--- config.mk ---
export PLATFORM = sky130hd
export DESIGN_NAME = twi_slave_engine
export DESIGN_NICKNAME = d
export VERILOG_FILES = /design/src/rtl/twi_pkg.sv /design/src/rtl/twi_sync.sv /design/src/rtl/twi_cond_det.sv /design/src/rtl/twi_byte_fsm.sv /design/src/rtl/twi_slave_engine.sv
export SDC_FILE = /design/constraint.sdc
export NUM_CORES = 1
export LEC_CHECK = 0
export BUFFER_PORTS_ARGS = -buffer_cell sky130_fd_sc_hd__buf_2
export CORE_MARGIN = 1.5
export CORE_UTILIZATION = 57
export DETAILED_ROUTE_END_ITERATION = 6
export PLACE_DENSITY_LB_ADDON = 0.15
export SYNTH_ARGS = -nofsm -noshare
export SYNTH_HDL_FRONTEND = slang
export SYNTH_SLANG_ARGS = --single-unit
--- constraint.sdc ---
create_clock -name clk -period 2.4 [get_ports clk]
set_input_delay 0.72 -clock clk [delete_from_list [all_inputs] [get_ports clk]]
set_output_delay 0.72 -clock clk [all_outputs]
set_load 0.1 [all_outputs]
--- src/rtl/twi_pkg.sv ---
package twi_pkg;

   typedef enum logic [2:0] {
      ST_IDLE,
      ST_RX,
      ST_RX_ACK,
      ST_TX,
      ST_TX_ACK
   } twi_state_e;

   // Events derived from synchronised line samples, one cycle each.
   typedef struct packed {
      logic scl_rise;
      logic scl_fall;
      logic start;
      logic stop;
      logic sda;
   } twi_evt_t;

endpackage

--- src/rtl/twi_sync.sv ---
module twi_sync #(
   parameter int STAGES    = 2,
   parameter bit RESET_VAL = 1'b1
) (
   input  logic clk,
   input  logic rst_n,
   input  logic d,
   output logic q
);
   logic [STAGES-1:0] chain;

   genvar gi;
   generate
      for (gi = 0; gi < STAGES; gi++) begin : g_stage
         if (gi == 0) begin : g_head
            always_ff @(posedge clk or negedge rst_n) begin
               if (!rst_n) chain[0] <= RESET_VAL;
               else        chain[0] <= d;
            end
         end else begin : g_tail
            always_ff @(posedge clk or negedge rst_n) begin
               if (!rst_n) chain[gi] <= RESET_VAL;
               else        chain[gi] <= chain[gi-1];
            end
         end
      end
   endgenerate

   assign q = chain[STAGES-1];
endmodule

--- src/rtl/twi_cond_det.sv ---
module twi_cond_det
   import twi_pkg::*;
(
   input  logic     clk,
   input  logic     rst_n,
   input  logic     scl_s,
   input  logic     sda_s,
   output twi_evt_t evt
);
   logic scl_q;
   logic sda_q;

   always_ff @(posedge clk or negedge rst_n) begin
      if (!rst_n) begin
         scl_q <= 1'b1;
         sda_q <= 1'b1;
      end else begin
         scl_q <= scl_s;
         sda_q <= sda_s;
      end
   end

   always_comb begin
      evt.scl_rise = scl_s & ~scl_q;
      evt.scl_fall = ~scl_s & scl_q;
      evt.start    = scl_s & scl_q & sda_q & ~sda_s;
      evt.stop     = scl_s & scl_q & ~sda_q & sda_s;
      evt.sda      = sda_s;
   end
endmodule

--- src/rtl/twi_byte_fsm.sv ---
module twi_byte_fsm
   import twi_pkg::*;
#(
   parameter int BYTE_W = 8
) (
   input  logic              clk,
   input  logic              rst_n,
   input  twi_evt_t          evt,
   input  logic              wr_busy_i,
   input  logic              ack_en_i,
   input  logic              rd_mode_i,
   input  logic [BYTE_W-1:0] tx_data_i,
   output logic              sda_oe_o,
   output logic              tx_load_o,
   output logic              rx_valid_o,
   output logic [BYTE_W-1:0] rx_data_o,
   output logic              rx_first_o,
   output logic              abort_o,
   output twi_state_e        state_o
);
   localparam int CNT_W = $clog2(BYTE_W + 1);
   localparam logic [CNT_W-1:0] LAST_BIT = CNT_W'(BYTE_W - 1);
   localparam logic [CNT_W-1:0] FULL     = CNT_W'(BYTE_W);

   twi_state_e        state;
   logic [CNT_W-1:0]  cnt;
   logic [BYTE_W-1:0] shreg;
   logic              first;
   logic              ack_flag;
   logic              m_ack;
   logic              oe;

   logic tx_side;
   logic open_xfer;
   logic take_start;
   logic take_stop;
   logic ack_now;

   always_comb begin
      tx_side    = (state == ST_TX) || (state == ST_TX_ACK);
      open_xfer  = (state != ST_IDLE) && !wr_busy_i && !tx_side;
      take_start = evt.start && ((state == ST_IDLE) || open_xfer);
      take_stop  = evt.stop && open_xfer;
      ack_now    = ack_en_i && !(first && wr_busy_i);
   end

   always_ff @(posedge clk or negedge rst_n) begin
      if (!rst_n) begin
         state      <= ST_IDLE;
         cnt        <= '0;
         shreg      <= '0;
         first      <= 1'b0;
         ack_flag   <= 1'b0;
         m_ack      <= 1'b0;
         oe         <= 1'b0;
         tx_load_o  <= 1'b0;
         rx_valid_o <= 1'b0;
         rx_data_o  <= '0;
         rx_first_o <= 1'b0;
         abort_o    <= 1'b0;
      end else begin
         tx_load_o  <= 1'b0;
         rx_valid_o <= 1'b0;
         abort_o    <= 1'b0;
         if (take_start) begin
            abort_o <= (state != ST_IDLE);
            state   <= ST_RX;
            cnt     <= '0;
            first   <= 1'b1;
            oe      <= 1'b0;
         end else if (take_stop) begin
            abort_o <= 1'b1;
            state   <= ST_IDLE;
            oe      <= 1'b0;
         end else begin
            unique case (state)
               ST_IDLE: begin
                  oe <= 1'b0;
               end
               ST_RX: begin
                  if (evt.scl_rise && cnt != FULL) begin
                     shreg <= {shreg[BYTE_W-2:0], evt.sda};
                     cnt   <= cnt + 1'b1;
                     if (cnt == LAST_BIT) begin
                        rx_data_o  <= {shreg[BYTE_W-2:0], evt.sda};
                        rx_valid_o <= 1'b1;
                        rx_first_o <= first;
                     end
                  end else if (evt.scl_fall && cnt == FULL) begin
                     ack_flag <= ack_now;
                     oe       <= ack_now;
                     state    <= ST_RX_ACK;
                  end
               end
               ST_RX_ACK: begin
                  if (evt.scl_fall) begin
                     oe  <= 1'b0;
                     cnt <= '0;
                     if (!ack_flag) begin
                        state <= ST_IDLE;
                     end else if (rd_mode_i) begin
                        state     <= ST_TX;
                        shreg     <= tx_data_i;
                        oe        <= ~tx_data_i[BYTE_W-1];
                        tx_load_o <= 1'b1;
                     end else begin
                        state <= ST_RX;
                        first <= 1'b0;
                     end
                  end
               end
               ST_TX: begin
                  if (evt.scl_fall) begin
                     if (cnt == LAST_BIT) begin
                        state <= ST_TX_ACK;
                        oe    <= 1'b0;
                        m_ack <= 1'b0;
                     end else begin
                        shreg <= {shreg[BYTE_W-2:0], 1'b0};
                        oe    <= ~shreg[BYTE_W-2];
                        cnt   <= cnt + 1'b1;
                     end
                  end
               end
               ST_TX_ACK: begin
                  if (evt.scl_rise) begin
                     m_ack <= ~evt.sda;
                  end else if (evt.scl_fall) begin
                     cnt <= '0;
                     if (m_ack) begin
                        state     <= ST_TX;
                        shreg     <= tx_data_i;
                        oe        <= ~tx_data_i[BYTE_W-1];
                        tx_load_o <= 1'b1;
                     end else begin
                        state <= ST_IDLE;
                     end
                  end
               end
               default: state <= ST_IDLE;
            endcase
         end
      end
   end

   assign sda_oe_o = oe;
   assign state_o  = state;
endmodule

--- src/rtl/twi_slave_engine.sv ---
module twi_slave_engine
   import twi_pkg::*;
#(
   parameter int BYTE_W      = 8,
   parameter int SYNC_STAGES = 2
) (
   input  logic              clk,
   input  logic              rst_n,
   input  logic              scl_i,
   input  logic              sda_i,
   output logic              sda_oe_o,
   input  logic              wr_busy_i,
   input  logic              ack_en_i,
   input  logic              rd_mode_i,
   input  logic [BYTE_W-1:0] tx_data_i,
   output logic              tx_load_o,
   output logic              rx_valid_o,
   output logic [BYTE_W-1:0] rx_data_o,
   output logic              rx_first_o,
   output logic              abort_o
);
   generate
      if (SYNC_STAGES < 2) begin : g_bad_sync
         $error("twi_slave_engine: SYNC_STAGES must be at least 2");
      end
      if (BYTE_W < 2) begin : g_bad_width
         $error("twi_slave_engine: BYTE_W must be at least 2");
      end
   endgenerate

   logic       scl_s;
   logic       sda_s;
   twi_evt_t   evt;
   twi_state_e fsm_state;

   twi_sync #(.STAGES(SYNC_STAGES), .RESET_VAL(1'b1)) u_sync_scl (
      .clk(clk), .rst_n(rst_n), .d(scl_i), .q(scl_s)
   );

   twi_sync #(.STAGES(SYNC_STAGES), .RESET_VAL(1'b1)) u_sync_sda (
      .clk(clk), .rst_n(rst_n), .d(sda_i), .q(sda_s)
   );

   twi_cond_det u_det (
      .clk(clk), .rst_n(rst_n), .scl_s(scl_s), .sda_s(sda_s), .evt(evt)
   );

   twi_byte_fsm #(.BYTE_W(BYTE_W)) u_fsm (
      .clk        (clk),
      .rst_n      (rst_n),
      .evt        (evt),
      .wr_busy_i  (wr_busy_i),
      .ack_en_i   (ack_en_i),
      .rd_mode_i  (rd_mode_i),
      .tx_data_i  (tx_data_i),
      .sda_oe_o   (sda_oe_o),
      .tx_load_o  (tx_load_o),
      .rx_valid_o (rx_valid_o),
      .rx_data_o  (rx_data_o),
      .rx_first_o (rx_first_o),
      .abort_o    (abort_o),
      .state_o    (fsm_state)
   );
endmodule

# Word-level counts from Yosys, hierarchy flattened
# Index checks and enable logic that the tools add are counted.
[classes] add_sub_neg=1 n_eq_ne=33 muxes=70 bitwise=16 n_reduce_logical=30
[op_table] cell="7-bit 2-to-1 mux" count=9
[op_table] cell="1-bit 2-to-1 mux" count=36
[op_table] cell="3-bit 2-to-1 mux" count=10
[op_table] cell="4-bit 2-to-1 mux" count=7
[op_table] cell="7-bit case mux with 4 select lines" count=1
[op_table] cell="4-bit by 1-bit inequality test with 1-bit output (second input constant)" count=5
[op_table] cell="2-bit by 1-bit inequality test with 1-bit output (second input constant)" count=9
[op_table] cell="4-bit case mux with 4 select lines" count=1
[op_table] cell="8-bit AND reduction" count=2
[op_table] cell="3-bit case mux with 5 select lines" count=1
[op_table] cell="5-bit AND reduction" count=3
[op_table] cell="12-bit AND reduction" count=1
[op_table] cell="6-bit AND reduction" count=2
[op_table] cell="3-bit by 1-bit inequality test with 1-bit output (second input constant)" count=3
[op_table] cell="1-bit inverter" count=9
[op_table] cell="1-bit logical AND" count=8
[op_table] cell="2-bit inequality test (second input constant)" count=4
[op_table] cell="4-bit by 2-bit inequality test with 1-bit output (second input constant)" count=2
[op_table] cell="4-bit inequality test (second input constant)" count=2
[op_table] cell="2-bit nonzero test" count=4
[op_table] cell="1-bit AND" count=7
[op_table] cell="7-bit nonzero test" count=1
[op_table] cell="3-bit by 2-bit == test with 1-bit output (second input constant)" count=2
[op_table] cell="1-bit case mux with 5 select lines" count=1
[op_table] cell="15 further kinds" count=20
[totals] ff_bits=36 in_bits=15 output_inout_bits=13 word_cells=168

# Logic depth before layout (Yosys ltp)
[depth] word_depth=8 ltp_mapped=7 mapped_depth_nobuf=7

# By module
# A second synthesis with hierarchy kept.
[unflattened] cells_unflattened=183 hier_area_um2=2013.2
[modules_own_cells] mod="twi_byte_fsm" n_inst=1 cells_each=172 area_per_inst_um2=1815.5 seq_area_each_um2=750.7
[modules_own_cells] mod="twi_sync" n_inst=2 cells_each=2 area_per_inst_um2=52.6 seq_area_each_um2=52.6
[modules_own_cells] mod="twi_cond_det" n_inst=1 cells_each=7 area_per_inst_um2=92.6 seq_area_each_um2=52.6

# Worst setup path after synthesis
# Ideal clock, no wire load.
[synth_timing] kind="input to register" startpoint="in wr_busy_i" endpoint="reg u_fsm.oe (netlist: u_fsm.sda_oe_o)" setup_time_ns=0.125 arrival_ns=2.071 required_ns=2.275 setup_slack_ns=0.204 path_stages=5 path_buffers=0 cell_sequence="or3b_4 -> or2_2 -> o2111a_1 -> nor3_1 -> mux2_2"
[synth_between] elab_chain_len=8 elab_cells_between_ends=23 classes_between="7 x eq/ne; 5 x mux; 11 x reduce/logical"
[synth_lines] item="start, declared" line="twi_slave_engine.sv:12" source="input logic wr_busy_i,"
[synth_lines] item="1-bit logical AND" line="twi_byte_fsm.sv:44" source="ack_now = ack_en_i && !(first && wr_busy_i);"
[synth_lines] item="1-bit zero test" line="twi_byte_fsm.sv:44"
[synth_lines] item="1-bit logical AND" line="twi_byte_fsm.sv:44"
[synth_lines] item="1-bit 2-to-1 mux" line="twi_byte_fsm.sv:89" source="end else if (evt.scl_fall && cnt == FULL) begin"
[synth_lines] item="1-bit 2-to-1 mux" line="twi_byte_fsm.sv:81" source="if (evt.scl_rise && cnt != FULL) begin"
[synth_lines] item="1-bit case mux with 5 select lines" line="twi_byte_fsm.sv:76" source="unique case (state)"
[synth_lines] item="1-bit 2-to-1 mux" line="twi_byte_fsm.sv:71" source="end else if (take_stop) begin"
[synth_lines] item="1-bit 2-to-1 mux" line="twi_byte_fsm.sv:65" source="if (take_start) begin"
[synth_lines] item="end signal, assigned" line="twi_byte_fsm.sv:91" source="oe <= ack_now;"
[synth_lines] item="end signal, assigned" line="twi_byte_fsm.sv:104" source="oe <= ~tx_data_i[BYTE_W-1];"
[synth_lines] item="end signal, assigned" line="twi_byte_fsm.sv:120" source="oe <= ~shreg[BYTE_W-2];"
[synth_lines] item="end, declared" line="twi_byte_fsm.sv:31" source="logic oe;"
# Several ways; a longest one is shown, not always the timed one. The select of a mux whose other input is x is not followed.
# A chain may end at the register's enable or synchronous reset.

# Worst setup path after layout
[layout_timing] startpoint="reg u_sync_sda.chain[1] (netlist: u_sync_sda.q)" endpoint="reg u_fsm.oe (netlist: u_fsm.sda_oe_o)"
[layout_between] elab_chain_len=5 elab_cells_between_ends=16 classes_between="7 x eq/ne; 2 x mux; 3 x bitwise; 4 x reduce/logical"
[layout_lines] item="start, declared" line="twi_sync.sv:10" source="logic [STAGES-1:0] chain;"
[layout_lines] item="start signal, assigned by index" line="twi_sync.sv:23" source="else chain[gi] <= chain[gi-1];"
[layout_lines] item="1-bit inverter" line="twi_cond_det.sv:26" source="evt.start = scl_s & scl_q & sda_q & ~sda_s;"
[layout_lines] item="1-bit AND" line="twi_cond_det.sv:26"
[layout_lines] item="1-bit logical AND" line="twi_byte_fsm.sv:42" source="take_start = evt.start && ((state == ST_IDLE) || open_xfer);"
[layout_lines] item="4-bit by 1-bit inequality test with 1-bit output (no line) (tied with other cells)"
[layout_lines] item="8-bit AND reduction (no line)"
# Several ways; a longest one is shown, not always the timed one.

==> flow_summary_export.csv <==
group,metric,value,unit
setup_path,worstSetupEndpointType,"register",
setup_path,critPathMaxFanout,7,
routing,drc_errors,0,
timing,setup_repair_after_global_routing_missed_its_margin,"false",
timing,number_of_endpoints_with_negative_hold_slack_in_the_final_report,0,
clock_tree,tritoncts,"done",
layout,synth_to_final_area_change,15.0,%
floorplanning,dieArea,3840,um^2
yosys,synthTopCellsByArea,"dfrtp_1 (38%), mux2_2 (10%), dfstp_2 (7.9%), nand2_1 (5.9%), nand2b_1 (2.5%)",
yosys,synth_seq_area_share,45.8,%
routing,route.antenna.remaining_nets,0,
clock_tree,path_clk_slew,120,ps
setup_path,required_time_worst_endpoint,2640,ps
floorplanning,floorplan.io_pins,28,
floorplanning,initial_core_util,59.5,%
timing,final_max_slew_viol_count,0,
timing,final-setup-viol-count,0,
layout,fillCellCount,264,
grt,groute.usage.overall,26.9,%
setup_path,worstPathArrival,2500,ps
yosys,post-synth-top-area-cell,"dfrtp_1",
yosys,post-synth-top-area-fraction,37.8,%
clock_tree,numClockSinks,36,
clock_tree,root_buffer,"clkbuf_4",
timing,worst-slew-pin-transition,777,ps
grt,globalRouteOverflowTotal,0,
routing,routed_wire_length_per_instance,16.5,um
grt,global_route_wire_length_before_repair,7.34,mm
timing,tns,0,ps
placement,dpl_worst_slack,-30.6,ps
yosys,synth.cell_area,1980,um^2
clock_tree,count_of_cells_resized_by_post_cts_repair,0,
floorplanning,core-area,3340,um^2
routing,drt-initial-drc-count,130,
placement,place.gp.congestion,0.963,
routing,via_per_inst,6.00,
routing,totalWireLength,4.64,mm
clock_tree,postCtsHoldBufs,0,
run,cap_violations,0,
layout,fin_cells,281,
setup_path,crit_type,"reg -> reg",
layout,antenna_cells,0,
timing,worst_clock_skew,13.0,ps
floorplanning,floorplan.die.width,62.0,um
placement,place_hpwl,3.41,mm
clock_tree,ctsLongestPathBuffers,2,
clock_tree,ctsHtreeMaxLevel,2,
grt,grt_antenna_before_repair,0,
grt,number_of_global_route_vias_before_repair,1538,
yosys,ys_dominant_reg_cell,"dfrtp_1",
placement,placedCellCount,273,
clock_tree,cts_inserted_buffers,5,
clock_tree,post_cts_buffers,0,
power_and_ir_drop,power.density_cell_area,1190,nW/um^2
yosys,synthDistinctLibCells,53,
layout,layout-drive-gt1-share,31.9,%
yosys,synth-edff-count,0,
placement,placement.io_buffers,27,
grt,use_met1,36.4,%
yosys,post_synth.cell_area_avg,9.97,um^2
timing,post-route-worst-setup-slack,141,ps
min_path,worstHoldPathType,"reg -> reg",
yosys,synth.net_count,216,
layout,final_nets,251,
floorplanning,core.rowCount,21,
timing,final.min_clock_period,2260,ps
power_and_ir_drop,leakage,1.07,nW
grt,pin_count_of_the_biggest_net_entering_global_routing,37,
routing,num_vias,1685,
timing,achievable-frequency,0.443,GHz
yosys,count_of_synthesis_stage_warnings_from_yosys,0,
clock_tree,worstSkewPairLatency,350,ps
timing,timing.final.crit_share,94.1,%
floorplanning,die_h,62.0,um
timing,relSlewSlack,48.2,%
grt,met3_usage,6.63,%
status,status,"complete, no violations",
yosys,synth-seq-cells,36,
grt,busiest_layer,"met2",
setup_path,startpoint_type,"register",
grt,gr-usage-met2,41.8,%
yosys,postSynth.asyncResetShare,100,%
power_and_ir_drop,ir_worst_vdd,0.000615,V
routing,first_pass_iters,4,
yosys,syn_inst_count,199,
layout make-up:
type	count	area (um^2)	area share [%]
multi-input cells	149	1020	44.6
flip-flops and latches	36	908	39.8
repair buffers	35	195	8.55
well taps	46	57.6	2.52
clock buffers	6	41.3	1.81
clock inverters	2	35.0	1.54
inverters	7	26.3	1.15
worst max-delay path, cell delays in order (launching register included):
cell and delay [ps]:
dfstp_2 610, or3b_4 420, o41ai_2 380, a22oi_2 140
nor3_1 240, mux2_2 360
state kept, by name (all words and copies together), names as in the netlist:
signal and flops:
u_fsm.ack_flag 1, u_fsm.abort_o 1, u_det.scl_q 1, u_fsm.state_o 3, u_fsm.rx_data_o 8, u_sync_scl.chain 1, u_fsm.m_ack 1, u_sync_scl.q 1
u_fsm.sda_oe_o 1, u_fsm.rx_valid_o 1, u_sync_sda.chain 1, u_fsm.tx_load_o 1, u_fsm.rx_first_o 1, u_fsm.first 1, u_sync_sda.q 1, u_fsm.cnt 4
u_fsm.shreg 7, u_det.sda_q 1
cells in the final DEF (no fill, tap or decap), types with 2 or more instances in the layout:
cell / count
o211ai_1: 2
buf_2: 27
inv_1: 7
and3b_1: 2
o21ai_0: 10
o22ai_1: 2
nor2b_1: 3
nor3_1: 3
mux2_2: 18
or2_2: 3
dfstp_2: 6
a21o_1: 2
nor2_1: 8
a21boi_0: 2
dfrtp_1: 30
clkbuf_4: 5
a21oi_1: 8
buf_4: 8
nand4b_1: 2
nand3b_1: 3
or3_1: 4
a211oi_1: 3
nand2b_1: 8
nand2_1: 31
o21a_1: 2
nand3_1: 5
ha_1: 2
final timing paths:
kind / start / endpoint / slack [ps] / cells after the start
max: u_sync_sda.q / u_fsm.sda_oe_o / 140 / 5
min: u_sync_sda.chain[0] / u_sync_sda.q / 350 / 0
max reg2reg: u_sync_sda.q / u_fsm.sda_oe_o / 140 / 5
min reg2reg: u_sync_sda.chain[0] / u_sync_sda.q / 350 / 0
max in group asynchronous: rst_n / u_fsm.rx_data_o[6] / 1470 / 1
min in group asynchronous: rst_n / u_fsm.cnt[2] / 430 / 1
kinds of logic after synthesis:
kind of cell | share of synthesized area (%)
muxes | 10.7
adders and majority gates | 1.26
AOI/OAI and AO/OA | 17.0
and+or+nand+nor | 21.9
buffers and inverters | 2.90
xor gates and xnor gates | 0.441
DFF | 45.8
metal layers:
| metal | wire length, um | part of all wire, % | vias to the layer above |
|---|---|---|---|
| met5 | 0 | 0 | - |
| li1 | - | - | 796 |
| met4 | 113 | 2.4 | 0 |
| met1 | 2020 | 44 | 803 |
| met3 | 299 | 6.4 | 12 |
| met2 | 2200 | 47 | 74 |
where the power goes:
part,internal [mW],switching [mW],leakage [nW]
Clock,0.218,0.208,0.0422
Sequential,0.770,0.153,0.450
Combinational,0.572,0.800,0.580
stage by stage:
stage / hold slack (ps) / area [um^2] / power (mW) / util (%)
3_3_place_gp: 347 / 2210 / 2.23 / 66.1
2_1_floorplan: 345 / 1980 / 1.96 / -
5_1_grt: 366 / 2280 / 2.90 / 68.4
6_report: 354 / 2280 / 2.72 / 68.4
3_5_place_dp: 353 / 2210 / 2.29 / 66.1
4_1_cts: 364 / 2280 / 2.72 / 68.4
Yosys cell counts (2+ instances only):
| cell type | count |
|---|---|
| a211oi_1 | 3 |
| nand2b_1 | 8 |
| dfstp_2 | 6 |
| dfrtp_1 | 30 |
| nand2_1 | 31 |
| a21boi_0 | 2 |
| ha_1 | 2 |
| nor2b_1 | 3 |
| nor3_1 | 3 |
| inv_1 | 7 |
| buf_2 | 4 |
| mux2_2 | 18 |
| nand3b_1 | 3 |
| or3_1 | 4 |
| o21ai_0 | 10 |
| o211ai_1 | 2 |
| or2_2 | 3 |
| o21a_1 | 2 |
| and3b_1 | 2 |
| nand4b_1 | 2 |
| nor2_1 | 8 |
| buf_1 | 2 |
| a21o_1 | 2 |
| o22ai_1 | 2 |
| nand3_1 | 5 |
| a21oi_1 | 8 |
Power figures use the tool's default switching activity.
